==> src/rtl/sram_lane_pkg.sv <==
package sram_lane_pkg;

  typedef enum logic [2:0] {
    ST_IDLE,
    ST_RD_ACC,
    ST_WR_TURN,
    ST_WR_PULSE,
    ST_WR_RECOV,
    ST_DONE
  } ctl_state_t;

  // Whole clock cycles covering a nanosecond figure, never fewer than one.
  function automatic int ns_to_cyc(input int t_ns, input int clk_ns);
    int c;
    c = (t_ns + clk_ns - 1) / clk_ns;
    if (c < 1) c = 1;
    return c;
  endfunction

  function automatic int imax(input int a, input int b);
    return (a > b) ? a : b;
  endfunction

endpackage

==> src/rtl/sram_phase_timer.sv <==
module sram_phase_timer #(
  parameter int CW = 3
) (
  input  logic          clk,
  input  logic          rst_n,
  input  logic          load,
  input  logic [CW-1:0] load_val,
  output logic          expired
);

  logic [CW-1:0] cnt_q;

  always_ff @(posedge clk or negedge rst_n) begin
    if (!rst_n)               cnt_q <= '0;
    else if (load)            cnt_q <= load_val;
    else if (cnt_q != '0)     cnt_q <= cnt_q - 1'b1;
  end

  assign expired = (cnt_q == '0);

endmodule

==> src/rtl/sram_lane_capture.sv <==
module sram_lane_capture #(
  parameter int LANES  = 2,
  parameter int LANE_W = 8
) (
  input  logic                     clk,
  input  logic                     rst_n,
  input  logic                     clr,
  input  logic                     cap,
  input  logic [LANES-1:0]         lane_en,
  input  logic [LANES*LANE_W-1:0]  din,
  output logic [LANES*LANE_W-1:0]  dout
);

  for (genvar g = 0; g < LANES; g++) begin : g_lane
    logic [LANE_W-1:0] lane_q;
    always_ff @(posedge clk or negedge rst_n) begin
      if (!rst_n)   lane_q <= '0;
      else if (clr) lane_q <= '0;
      else if (cap) lane_q <= lane_en[g] ? din[g*LANE_W +: LANE_W] : '0;
    end
    assign dout[g*LANE_W +: LANE_W] = lane_q;
  end

endmodule

==> src/rtl/sram_lane_ctrl.sv <==
module sram_lane_ctrl
  import sram_lane_pkg::*;
#(
  parameter int ADDR_W        = 16,
  parameter int LANES         = 2,
  parameter int LANE_W        = 8,
  parameter int CLK_PERIOD_NS = 5,
  parameter int T_RC_NS       = 10,
  parameter int T_AA_NS       = 10,
  parameter int T_DOE_NS      = 5,
  parameter int T_WC_NS       = 10,
  parameter int T_PWE_NS      = 8,
  parameter int T_SD_NS       = 6
) (
  input  logic                    clk,
  input  logic                    rst_n,
  input  logic                    req_valid,
  output logic                    req_ready,
  input  logic                    req_write,
  input  logic [ADDR_W-1:0]       req_addr,
  input  logic [LANES*LANE_W-1:0] req_wdata,
  input  logic [LANES-1:0]        req_be,
  output logic                    rsp_valid,
  output logic [LANES*LANE_W-1:0] rsp_rdata,
  output logic [ADDR_W-1:0]       mem_addr,
  output logic                    mem_ce_n,
  output logic                    mem_oe_n,
  output logic                    mem_we_n,
  output logic [LANES-1:0]        mem_bsel_n,
  output logic [LANES*LANE_W-1:0] mem_dq_o,
  output logic                    mem_dq_oe,
  input  logic [LANES*LANE_W-1:0] mem_dq_i
);

  localparam int DATA_W  = LANES * LANE_W;
  localparam int RD_CYC  = imax(imax(ns_to_cyc(T_AA_NS, CLK_PERIOD_NS),
                                     ns_to_cyc(T_RC_NS, CLK_PERIOD_NS)),
                                ns_to_cyc(T_DOE_NS, CLK_PERIOD_NS));
  localparam int PW_CYC  = imax(ns_to_cyc(T_PWE_NS, CLK_PERIOD_NS),
                                ns_to_cyc(T_SD_NS, CLK_PERIOD_NS));
  localparam int REC_CYC = imax(1, ns_to_cyc(T_WC_NS, CLK_PERIOD_NS) - PW_CYC);
  localparam int MAX_CYC = imax(RD_CYC, imax(PW_CYC, REC_CYC));
  localparam int CW      = imax(1, $clog2(MAX_CYC + 1));
  localparam logic [CW-1:0] RD_LD  = CW'(RD_CYC - 1);
  localparam logic [CW-1:0] PW_LD  = CW'(PW_CYC - 1);
  localparam logic [CW-1:0] REC_LD = CW'(REC_CYC - 1);

  ctl_state_t          state_q, state_d;
  logic [ADDR_W-1:0]   addr_q;
  logic [DATA_W-1:0]   wdata_q;
  logic [LANES-1:0]    be_q;
  logic                last_rd_q;
  logic                accept;
  logic                tmr_load;
  logic [CW-1:0]       tmr_val;
  logic                tmr_exp;
  logic                rd_cap;
  logic                strobe_on;

  assign accept = req_valid && (state_q == ST_IDLE);

  // Next state and phase-timer loading
  always_comb begin
    state_d  = state_q;
    tmr_load = 1'b0;
    tmr_val  = '0;
    unique case (state_q)
      ST_IDLE: begin
        if (accept) begin
          if (req_be == '0) begin
            state_d = ST_DONE;
          end else if (!req_write) begin
            state_d  = ST_RD_ACC;
            tmr_load = 1'b1;
            tmr_val  = RD_LD;
          end else if (last_rd_q) begin
            state_d = ST_WR_TURN;
          end else begin
            state_d  = ST_WR_PULSE;
            tmr_load = 1'b1;
            tmr_val  = PW_LD;
          end
        end
      end
      ST_RD_ACC:   if (tmr_exp) state_d = ST_DONE;
      ST_WR_TURN: begin
        state_d  = ST_WR_PULSE;
        tmr_load = 1'b1;
        tmr_val  = PW_LD;
      end
      ST_WR_PULSE: begin
        if (tmr_exp) begin
          state_d  = ST_WR_RECOV;
          tmr_load = 1'b1;
          tmr_val  = REC_LD;
        end
      end
      ST_WR_RECOV: if (tmr_exp) state_d = ST_DONE;
      ST_DONE:     state_d = ST_IDLE;
      default:     state_d = ST_IDLE;
    endcase
  end

  always_ff @(posedge clk or negedge rst_n) begin
    if (!rst_n) begin
      state_q   <= ST_IDLE;
      addr_q    <= '0;
      wdata_q   <= '0;
      be_q      <= '0;
      last_rd_q <= 1'b0;
    end else begin
      state_q <= state_d;
      if (accept) begin
        addr_q  <= req_addr;
        wdata_q <= req_wdata;
        be_q    <= req_be;
      end
      if (state_q == ST_RD_ACC && tmr_exp)   last_rd_q <= 1'b1;
      if (state_q == ST_WR_RECOV && tmr_exp) last_rd_q <= 1'b0;
    end
  end

  sram_phase_timer #(.CW(CW)) u_timer (
    .clk      (clk),
    .rst_n    (rst_n),
    .load     (tmr_load),
    .load_val (tmr_val),
    .expired  (tmr_exp)
  );

  assign rd_cap = (state_q == ST_RD_ACC) && tmr_exp;

  sram_lane_capture #(.LANES(LANES), .LANE_W(LANE_W)) u_capture (
    .clk     (clk),
    .rst_n   (rst_n),
    .clr     (accept),
    .cap     (rd_cap),
    .lane_en (be_q),
    .din     (mem_dq_i),
    .dout    (rsp_rdata)
  );

  // Strobe and bus-direction decode from the registered state
  assign strobe_on  = (state_q == ST_RD_ACC) || (state_q == ST_WR_PULSE);
  assign mem_ce_n   = !strobe_on;
  assign mem_oe_n   = (state_q != ST_RD_ACC);
  assign mem_we_n   = (state_q != ST_WR_PULSE);
  assign mem_bsel_n = strobe_on ? ~be_q : '1;
  assign mem_dq_oe  = (state_q == ST_WR_PULSE) || (state_q == ST_WR_RECOV);
  assign mem_dq_o   = wdata_q;
  assign mem_addr   = addr_q;
  assign req_ready  = (state_q == ST_IDLE);
  assign rsp_valid  = (state_q == ST_DONE);

endmodule

==> config.mk <==
export PLATFORM = sky130hd
export DESIGN_NAME = sram_lane_ctrl
export DESIGN_NICKNAME = d
export VERILOG_FILES = /design/src/rtl/sram_lane_pkg.sv /design/src/rtl/sram_phase_timer.sv /design/src/rtl/sram_lane_capture.sv /design/src/rtl/sram_lane_ctrl.sv
export SDC_FILE = /design/constraint.sdc
export NUM_CORES = 1
export LEC_CHECK = 0
export BUFFER_PORTS_ARGS = -buffer_cell sky130_fd_sc_hd__clkbuf_2
export CORE_MARGIN = 3
export CORE_UTILIZATION = 37
export CTS_BUF_LIST = sky130_fd_sc_hd__clkbuf_16
export CTS_CLUSTER_SIZE = 30
export DETAILED_ROUTE_END_ITERATION = 12
export PLACE_DENSITY = 0.66
export SETUP_SLACK_MARGIN = 0.2
export SYNTH_ARGS = -nofsm -noshare
export SYNTH_HDL_FRONTEND = slang
export SYNTH_SLANG_ARGS = --single-unit
==> constraint.sdc <==
create_clock -name clk -period 2.05 [get_ports clk]
set_input_delay 0.205 -clock clk [delete_from_list [all_inputs] [get_ports clk]]
set_output_delay 0.205 -clock clk [all_outputs]
set_load 0.1 [all_outputs]
==> results.md, run 1 <==
- Status: completed
- Data arrival, critical path: 1.57 ns
- Chip width: 84.5 um
- Most numerous cell in the Yosys netlist: dfrtp_1
- Synth Warn #: 0
- Post-synth top area share: 61.4%
- Top cells by count, synth: 56 x dfrtp_1, 30 x mux2_2, 16 x a22o_1
- Final #Nets: 326
- CP Data Required Time: 1.85 ns
- Largest family of logic cells by synthesized area: multiplexers
- Final Hold Fails: 0
- R2r worst-path depth: 3
- Critical Path End Type: output port
- Pre-CTS WS: 0.260 ns
- CTS tree: built
- Worst hold slack: 0.0585 ns
- Synth area leaders: dfrtp_1 61%, mux2_2 15%, a22o_1 6.1%
- DRT Wirelength: 5130 um
- Port bufs: 109
- Fillers: 527
- Multiplexer share of the synthesized area: 16.8%
- Post-synth ARST share: 100%
- Crit path time final: 1.78 ns
- Post-Synth Adder-Cell Area: 0.548%
- Clk pin slew, worst setup/hold paths: 0.06 ns
- Remaining DRCs: 0
- Grt ovf: 0
- I/O pins: 110
- Worst-Margin Slew: 0.695 ns
- Final critical-path share of the clock period: 86.8%
- Syn nets: 217
- Unique masters post-synth: 33
- Worst Skew: 0.00521 ns
- Max Root-Sink Buffers: 2
- CTS Sinks: 56
- Clock root buffer: clkbuf_16
- Later-pin clock latency in the skew report: 0.28 ns
- EDFF count, synth: 0
- Maximum clock frequency: 562 MHz
- CP max FO: 12
- Post-synthesis cell count: 162
- Initial Utilization: 39.7%
- Final GP Congestion: 0.868
- Global-route wire length before repair: 8350 um
- Most used flip-flop cell after synthesis: dfrtp_1
- CTS Buf Count: 5
- FF+latch count, synth: 56
- Post-Synth Simple-Gate Area: 7.73%
- Die Ht: 84.5 um
- Gr usage total: 14.4%
- Avg Cell Area, Syn: 14.1 um^2
- WL/cell: 14.9 um
- Vias per std cell: 4.84
- Layout cell share with drive strength beyond 1: 57.4%
- Final max-slew violation count: 0
- Dpl cell area: 0.00290 mm^2
- Via count of the first global-routing pass: 1658
- Ant diodes: 0
- Row count: 27
- HP Class: primary input to asynchronous set/reset pin
- Area Overhead vs Synth: 35.3%
- Vias post-DR: 1665
- Setup bufs post-CTS: 0
- Hpwl dp: 3990 um
- Final setup fails: 0
- Maxcap violations: 0
- Register area share after synthesis: 61.4%
- Compound-cell area share of the yosys netlist: 9.76%
- Fin worst setup slack: 0.271 ns
- 1st-iter DRT viols: 62
- First drt pass iteration count: 4
- Post-route cell area: 0.00309 mm^2
- CP Launch Type: flip-flop
- Post-Route Utilization: 53.8%
- Setup repair after global routing missed its margin: true
- Yosys top cell by area: dfrtp_1
- Core ar.: 0.00574 mm^2
- Xor and xnor area share after synthesis: 0%
- Kind of critical path: flip-flop to output port
- Die Footprint: 0.00715 mm^2
- Antenna viol nets, final: 0
- Relative slew slack: 53.7%
- H-Tree Depth: 2
- Synthesized area: 0.00228 mm^2
- Pin count of the biggest net entering global routing: 57
- Initial antenna violation count: 0
==> final timing paths <==
check	start	end	slack, ns
setup / recovery	state_q[1]$_DFFE_PN0P_	mem_dq_oe	0.27
hold reg to reg	mem_dq_o[6]$_DFFE_PN0N_	mem_dq_o[6]$_DFFE_PN0N_	0.49
setup reg to reg	state_q[1]$_DFFE_PN0P_	mem_dq_o[11]$_DFFE_PN0N_	0.41
max in group asynchronous	rst_n	state_q[0]$_DFFE_PN0P_	1.50
min in group clk	req_wdata[6]	mem_dq_o[6]$_DFFE_PN0N_	0.14
hold / removal	rst_n	mem_dq_o[14]$_DFFE_PN0N_	0.06
==> cells in the final DEF, fill, tap and decap left out, types with 2 or more instances in the layout <==
master	synthesis	layout
clkbuf_2	0	101
dfrtp_1	56	55
mux2_2	30	30
a22o_1	16	16
nand2_1	7	6
nor2_1	6	6
clkbuf_4	0	6
clkbuf_16	0	5
inv_1	4	4
mux2_1	4	4
buf_4	0	4
a21oi_1	3	3
nand2b_1	2	2
nand3b_1	2	2
nor2b_1	3	2
a31oi_1	2	2
clkinv_1	0	2
==> repair_timing <==
| item | CTS | global route |
|---|---|---|
| hold buffers | 0 | 0 |
| pin swaps | 0 | 0 |
| gates resized for setup | 7 | 4 |
| endpoints found under the setup margin | 7 | 23 |
==> stage by stage <==
stage / instances / TNS [ns]
6_report: 344 / 0
5_1_grt: 344 / 0
4_1_cts: 344 / 0
3_5_place_dp: 336 / 0
3_3_place_gp: 336 / 0
2_1_floorplan: 162 / -0.540
==> worst max-delay path: stages, from the launching register on <==
cell and delay (ns):
dfrtp_1 0.59, nand3b_1 0.29, nand2_4 0.13, buf_4 0.29
==> per-layer routing <==
layer | wire length (um) | vias to the layer above | global-route usage, %
met5 | 0 | - | 0
met4 | 14 | 0 | 2.16
met3 | 311 | 2 | 3.43
met2 | 2690 | 56 | 25.1
met1 | 2120 | 807 | 18.5
li1 | - | 800 | -
==> kinds of logic (layout without fill, tap and decap cells) <==
| logic type | Yosys count | count (layout) |
|---|---|---|
| AOI/OAI and AO/OA | 28 | 28 |
| DFF | 56 | 56 |
| muxes | 34 | 34 |
| buffers and inverters | 14 | 124 |
| and+or+nand+nor | 29 | 29 |
| adders and majority gates | 1 | 1 |
==> area by class of cell <==
cell class	instances	area [um^2]	share of cell area, %
clock inverters	3	37.5	1.22
flip-flops and latches	56	1400	45.4
clock buffers	5	125	4.05
inverters	4	15.0	0.486
multi-input cells	92	817	26.5
repair buffers	112	601	19.4
well taps	72	90.1	2.92
==> state kept, by name, indices dropped and copies added, names as in the netlist <==
signal,cells
be_q,2
last_rd_q,1
mem_addr,16
mem_dq_o,16
state_q,3
u_capture.g_lane.lane_q,16
u_timer.cnt_q,2
Power of run 1 is left out: the tool's default activity adds up to more than one toggle a clock period on the data nets, which glitch-free logic cannot reach.
==> run 2: changes to the inputs <==
--- a/config.mk
+++ b/config.mk
@@ -8,11 +8,12 @@
 export BUFFER_PORTS_ARGS = -buffer_cell sky130_fd_sc_hd__clkbuf_2
 export CORE_MARGIN = 3
 export CORE_UTILIZATION = 37
-export CTS_BUF_LIST = sky130_fd_sc_hd__clkbuf_16
 export CTS_CLUSTER_SIZE = 30
 export DETAILED_ROUTE_END_ITERATION = 12
+export MAX_ROUTING_LAYER = met4
 export PLACE_DENSITY = 0.66
 export SETUP_SLACK_MARGIN = 0.2
+export SKIP_LAST_GASP = 1
 export SYNTH_ARGS = -nofsm -noshare
 export SYNTH_HDL_FRONTEND = slang
 export SYNTH_SLANG_ARGS = --single-unit
==> run 2 against run 1 <==
Effect of this change:
- highest routed layer unchanged
- via count up 0.48%
- global-route usage up 0.41 points
- critical endpoint unchanged
- hold slack lost 0.022 ns
- first-iteration DRC count shrank 9.7%
- critical path type unchanged
- sequential share of layout area grew 0.58 points
- routed wire length rose by 0.60%
==> results.md, run 2 (same netlist as run 1, synthesis figures left out) <==
- Grt ovf: 0
- Initial antenna violation count: 0
- Maximum clock frequency: 578 MHz
- CTS tree: built
- Setup bufs post-CTS: 0
- Data arrival, critical path: 1.53 ns
- Relative slew slack: 53.6%
- Die Ht: 84.5 um
- Worst Skew: 0.00607 ns
- Ant diodes: 0
- First drt pass iteration count: 4
- CP Launch Type: flip-flop
- Final setup fails: 0
- Global-route wire length before repair: 8320 um
- Vias per std cell: 4.86
- Later-pin clock latency in the skew report: 0.30 ns
- Final GP Congestion: 0.882
- Critical Path End Type: output port
- Crit path time final: 1.73 ns
- CP max FO: 9
- Final Hold Fails: 0
- H-Tree Depth: 2
- Most common cell after layout, fill and taps aside: clkbuf_2
- I/O pins: 110
- Fin worst setup slack: 0.320 ns
- Fillers: 525
- Max Root-Sink Buffers: 2
- Via count of the first global-routing pass: 1657
- Chip width: 84.5 um
- Final TNS setup: 0 ns
- CP Data Required Time: 1.85 ns
- Final critical-path share of the clock period: 84.4%
- Gr usage total: 14.8%
- Maxcap violations: 0
- # hold bufs at CTS: 0
- Hpwl dp: 3990 um
- Post-route cell area: 0.00305 mm^2
- Area Overhead vs Synth: 33.8%
- Pin count of the biggest net entering global routing: 57
- Port bufs: 109
- Clock root buffer: clkbuf_8
- Initial Utilization: 39.7%
- Most frequent cells in the layout: 101 x clkbuf_2, 53 x dfrtp_1, 30 x mux2_2
- Setup repair after global routing missed its margin: false
- HP Class: primary input to asynchronous set/reset pin
- CTS Buf Count: 5
- 1st-iter DRT viols: 56
- DRT Wirelength: 5160 um
- Final max-slew violation count: 0
- Status: completed
- Die Footprint: 0.00715 mm^2
- Layout cell share with drive strength beyond 1: 58.8%
- Remaining DRCs: 0
- Worst-Margin Slew: 0.696 ns
- Pre-CTS WS: 0.260 ns
- Clk pin slew, worst setup/hold paths: 0.09 ns
- Core ar.: 0.00574 mm^2
- WL/cell: 15.0 um
- Dpl cell area: 0.00290 mm^2
- Kind of critical path: flip-flop to output port
- Row count: 27
- Antenna viol nets, final: 0
- Final #Nets: 326
- Vias post-DR: 1673
- CTS Sinks: 56
run 2: critical path, cell delays in order (launching register included):
cell and delay, ns:
dfrtp_2 0.49, nand3b_1 0.32, nand2_4 0.13, buf_4 0.29
run 2: what timing repair did:
item	in CTS	in global routing
gates cloned	0	0
endpoints found under the hold margin	0	0
resized for setup	8	5
endpoints found under the setup margin	8	22
run 2: area by class of cell:
class / count / area [um^2] / area share [%]
Tap cell: 72 / 90.1 / 2.95
Clock buffer: 7 / 96.3 / 3.15
Inverter: 4 / 15.0 / 0.492
Sequential cell: 56 / 1410 / 46.0
Timing Repair Buffer: 112 / 601 / 19.7
Clock inverter: 1 / 30.0 / 0.983
Multi-Input combinational cell: 92 / 817 / 26.8
run 2: routing by layer:
layer  up-vias  wire length (um)  track usage [%]
met5         -                 0                -
met4         0                38             3.02
met3         5               309             2.75
met2        57              2670             25.0
met1       812              2140             18.6
li1        799                 -                -
run 2: final timing paths:
check                                        startpoint                                         to  slack (ns)  depth (start not counted)
setup / recovery                 state_q[2]$_DFFE_PN0P_                                  mem_dq_oe        0.32                          3
hold / removal                                    rst_n                   mem_dq_o[14]$_DFFE_PN0N_        0.04                          2
setup reg to reg           u_timer.cnt_q[0]$_DFFE_PN0P_  u_capture.g_lane[1].lane_q[7]$_DFFE_PN0P_        0.41                          5
hold reg to reg                 mem_dq_o[6]$_DFFE_PN0N_                    mem_dq_o[6]$_DFFE_PN0N_        0.49                          1
max in group asynchronous                         rst_n                     state_q[1]$_DFFE_PN0P_        1.51                          2
min in group clk                           req_wdata[6]                    mem_dq_o[6]$_DFFE_PN0N_        0.12                          2
run 2: metrics by stage:
stage | utilization, % | instances | hold slack, ns
after floorplan | - | 162 | -0.0906
after global placement | 50.4 | 336 | 0.384
after detailed placement | 50.4 | 336 | 0.392
after CTS | 53.0 | 344 | 0.0591
after global routing | 53.2 | 344 | 0.0916
final | 53.2 | 344 | 0.0367
Power of run 2 is left out for the same reason.
==> run 3: changes to the inputs <==
==> constraint.sdc (replaced) <==
create_clock -name clk -period 1.7 [get_ports clk]
set_input_delay 0.17 -clock clk [delete_from_list [all_inputs] [get_ports clk]]
set_output_delay 0.17 -clock clk [all_outputs]
set_load 0.1 [all_outputs]
==> run 3 against run 2 <==
Effect of this change:
- clock-buffer cell count decreased by 2
- hold slack better by 0.044 ns
- first-iteration DRC count shrank 52%
- final area up 22%
- utilization rose by 12 points
- global-route usage grew 2.8 points
- flip-flop and latch count is the same
- final cell count is 8.1% higher
- register-to-register slack worse by 0.32 ns
- clock skew shrank 0.0016 ns
- largest cell class unchanged
==> results.md, run 3 (same netlist as run 1, synthesis figures left out) <==
- Setup repair after global routing missed its margin: true
- Ant diodes: 0
- Max Root-Sink Buffers: 2
- Worst hold slack: 0.0804 ns
- Worst hold stages: 2
- Inst Count DP: 340
- CTS Buf Count: 5
- Crit path time final: 1.62 ns
- Chip width: 84.5 um
- Pin count of the biggest net entering global routing: 57
- DRT Wirelength: 6270 um
- Status: completed
- Final critical-path share of the clock period: 95.3%
- Post-Route Utilization: 64.9%
- CP max FO: 3
- CTS tree: built
- Fin worst setup slack: 0.0801 ns
- I/O pins: 110
- Crit path cell chain: buf_6 > nand3b_1 > nand2_4 > buf_12
- Final setup fails: 0
- R2r worst-path depth: 5
- Remaining DRCs: 0
- Maxcap violations: 0
- Kind of critical path: flip-flop to output port
- Crit path max-delay cell type: dfrtp_1
- Fin cells: 372
- Pre-CTS WS: 0.0371 ns
- Buf/Inv on CP: 2
- Area Overhead vs Synth: 63.3%
- Global-route wire length before repair: 9840 um
- Fillers: 457
- Final max-slew violation count: 0
- Final #Nets: 355
- Later-pin clock latency in the skew report: 0.30 ns
- Relative slew slack: 62.9%
- Vias per std cell: 4.94
- Final Hold Fails: 0
- Die Ht: 84.5 um
- Crit path depth: 4
- Most frequent cells in the layout: 101 x clkbuf_2, 56 x dfrtp_1, 30 x mux2_4
- Initial antenna violation count: 0
- Critical Path End Type: output port
- Hpwl dp: 3990 um
- Grt ovf: 0
- Clk pin slew, worst setup/hold paths: 0.09 ns
- Vias post-DR: 1836
- Die Footprint: 0.00715 mm^2
- Maximum clock frequency: 617 MHz
- Gr usage total: 17.6%
- HP Class: primary input to flip-flop
- CP top delay family: simple AND/OR/NAND/NOR gates
- Most common cell after layout, fill and taps aside: clkbuf_2
- 1st-iter DRT viols: 27
- Critical Path Max Stage Delay: 0.41 ns
- Worst-Margin Slew: 0.558 ns
- Port bufs: 109
- First drt pass iteration count: 4
- Data arrival, critical path: 1.45 ns
- CP Data Required Time: 1.53 ns
- Register area: 0.00140 mm^2
- Clock root buffer: clkbuf_8
- Row count: 27
- Antenna viol nets, final: 0
- H-Tree Depth: 2
- Final GP Congestion: 0.744
- Core ar.: 0.00574 mm^2
- Area of the multi-input gates: 996 um^2
- Via count of the first global-routing pass: 1930
- CP Launch Type: flip-flop
- Initial Utilization: 39.7%
- CTS Sinks: 56
- WL/cell: 16.8 um
- Worst Skew: 0.00446 ns
- Layout cell share with drive strength beyond 1: 67.0%
-- run 3: metal layers --
layer	vias to the layer above	share of wire, %	GRT usage (%)
li1	864	-	-
met1	882	45	23.9
met4	0	0.48	3.45
met3	4	7.0	3.73
met5	-	0	-
met2	86	47	27.4
-- run 3: cell type report --
| type | count | area share, % |
|---|---|---|
| clock buffers | 5 | 1.85 |
| clock inverters | 2 | 1.61 |
| inverters | 4 | 0.403 |
| multi-input cells | 92 | 26.7 |
| flip-flops and latches | 56 | 37.6 |
| well taps | 72 | 2.42 |
| repair buffers | 141 | 29.4 |
-- run 3: what timing repair did --
action,4_1_cts,5_1_grt
hold endpoints to repair,56,0
gates resized for setup,12,14
setup endpoints to repair,58,60
hold buffers,1,0
pin swaps,7,5
buffers inserted,12,5
cloned,3,4
-- run 3: path summary, 6_finish.rpt --
check / slack, ns / to / startpoint
max in group asynchronous: 1.03 / u_capture.g_lane[0].lane_q[0]$_DFFE_PN0P_ / rst_n
hold / removal: 0.08 / u_capture.g_lane[1].lane_q[4]$_DFFE_PN0P_ / mem_dq_i[12]
setup reg to reg: 0.09 / mem_dq_o[6]$_DFFE_PN0N_ / state_q[2]$_DFFE_PN0P_
min in group asynchronous: 0.43 / mem_dq_o[4]$_DFFE_PN0N_ / rst_n
hold reg to reg: 0.51 / u_timer.cnt_q[0]$_DFFE_PN0P_ / u_timer.cnt_q[0]$_DFFE_PN0P_
setup / recovery: 0.08 / mem_dq_oe / state_q[2]$_DFFE_PN0P_
-- run 3: worst register-to-register path, cell delays in order (launching register included) --
cell       delay (ns)
dfrtp_1          0.41
buf_4            0.15
nor4b_4          0.27
buf_6            0.19
clkbuf_16        0.18
mux2_4           0.30
-- run 3: per-stage QoR --
stage	instance area, um^2	setup TNS, ns
2_1_floorplan	2450	-1.11
3_3_place_gp	3180	0
3_5_place_dp	3180	0
4_1_cts	3560	0
5_1_grt	3730	0
6_report	3730	0
Power of run 3 is left out for the same reason.
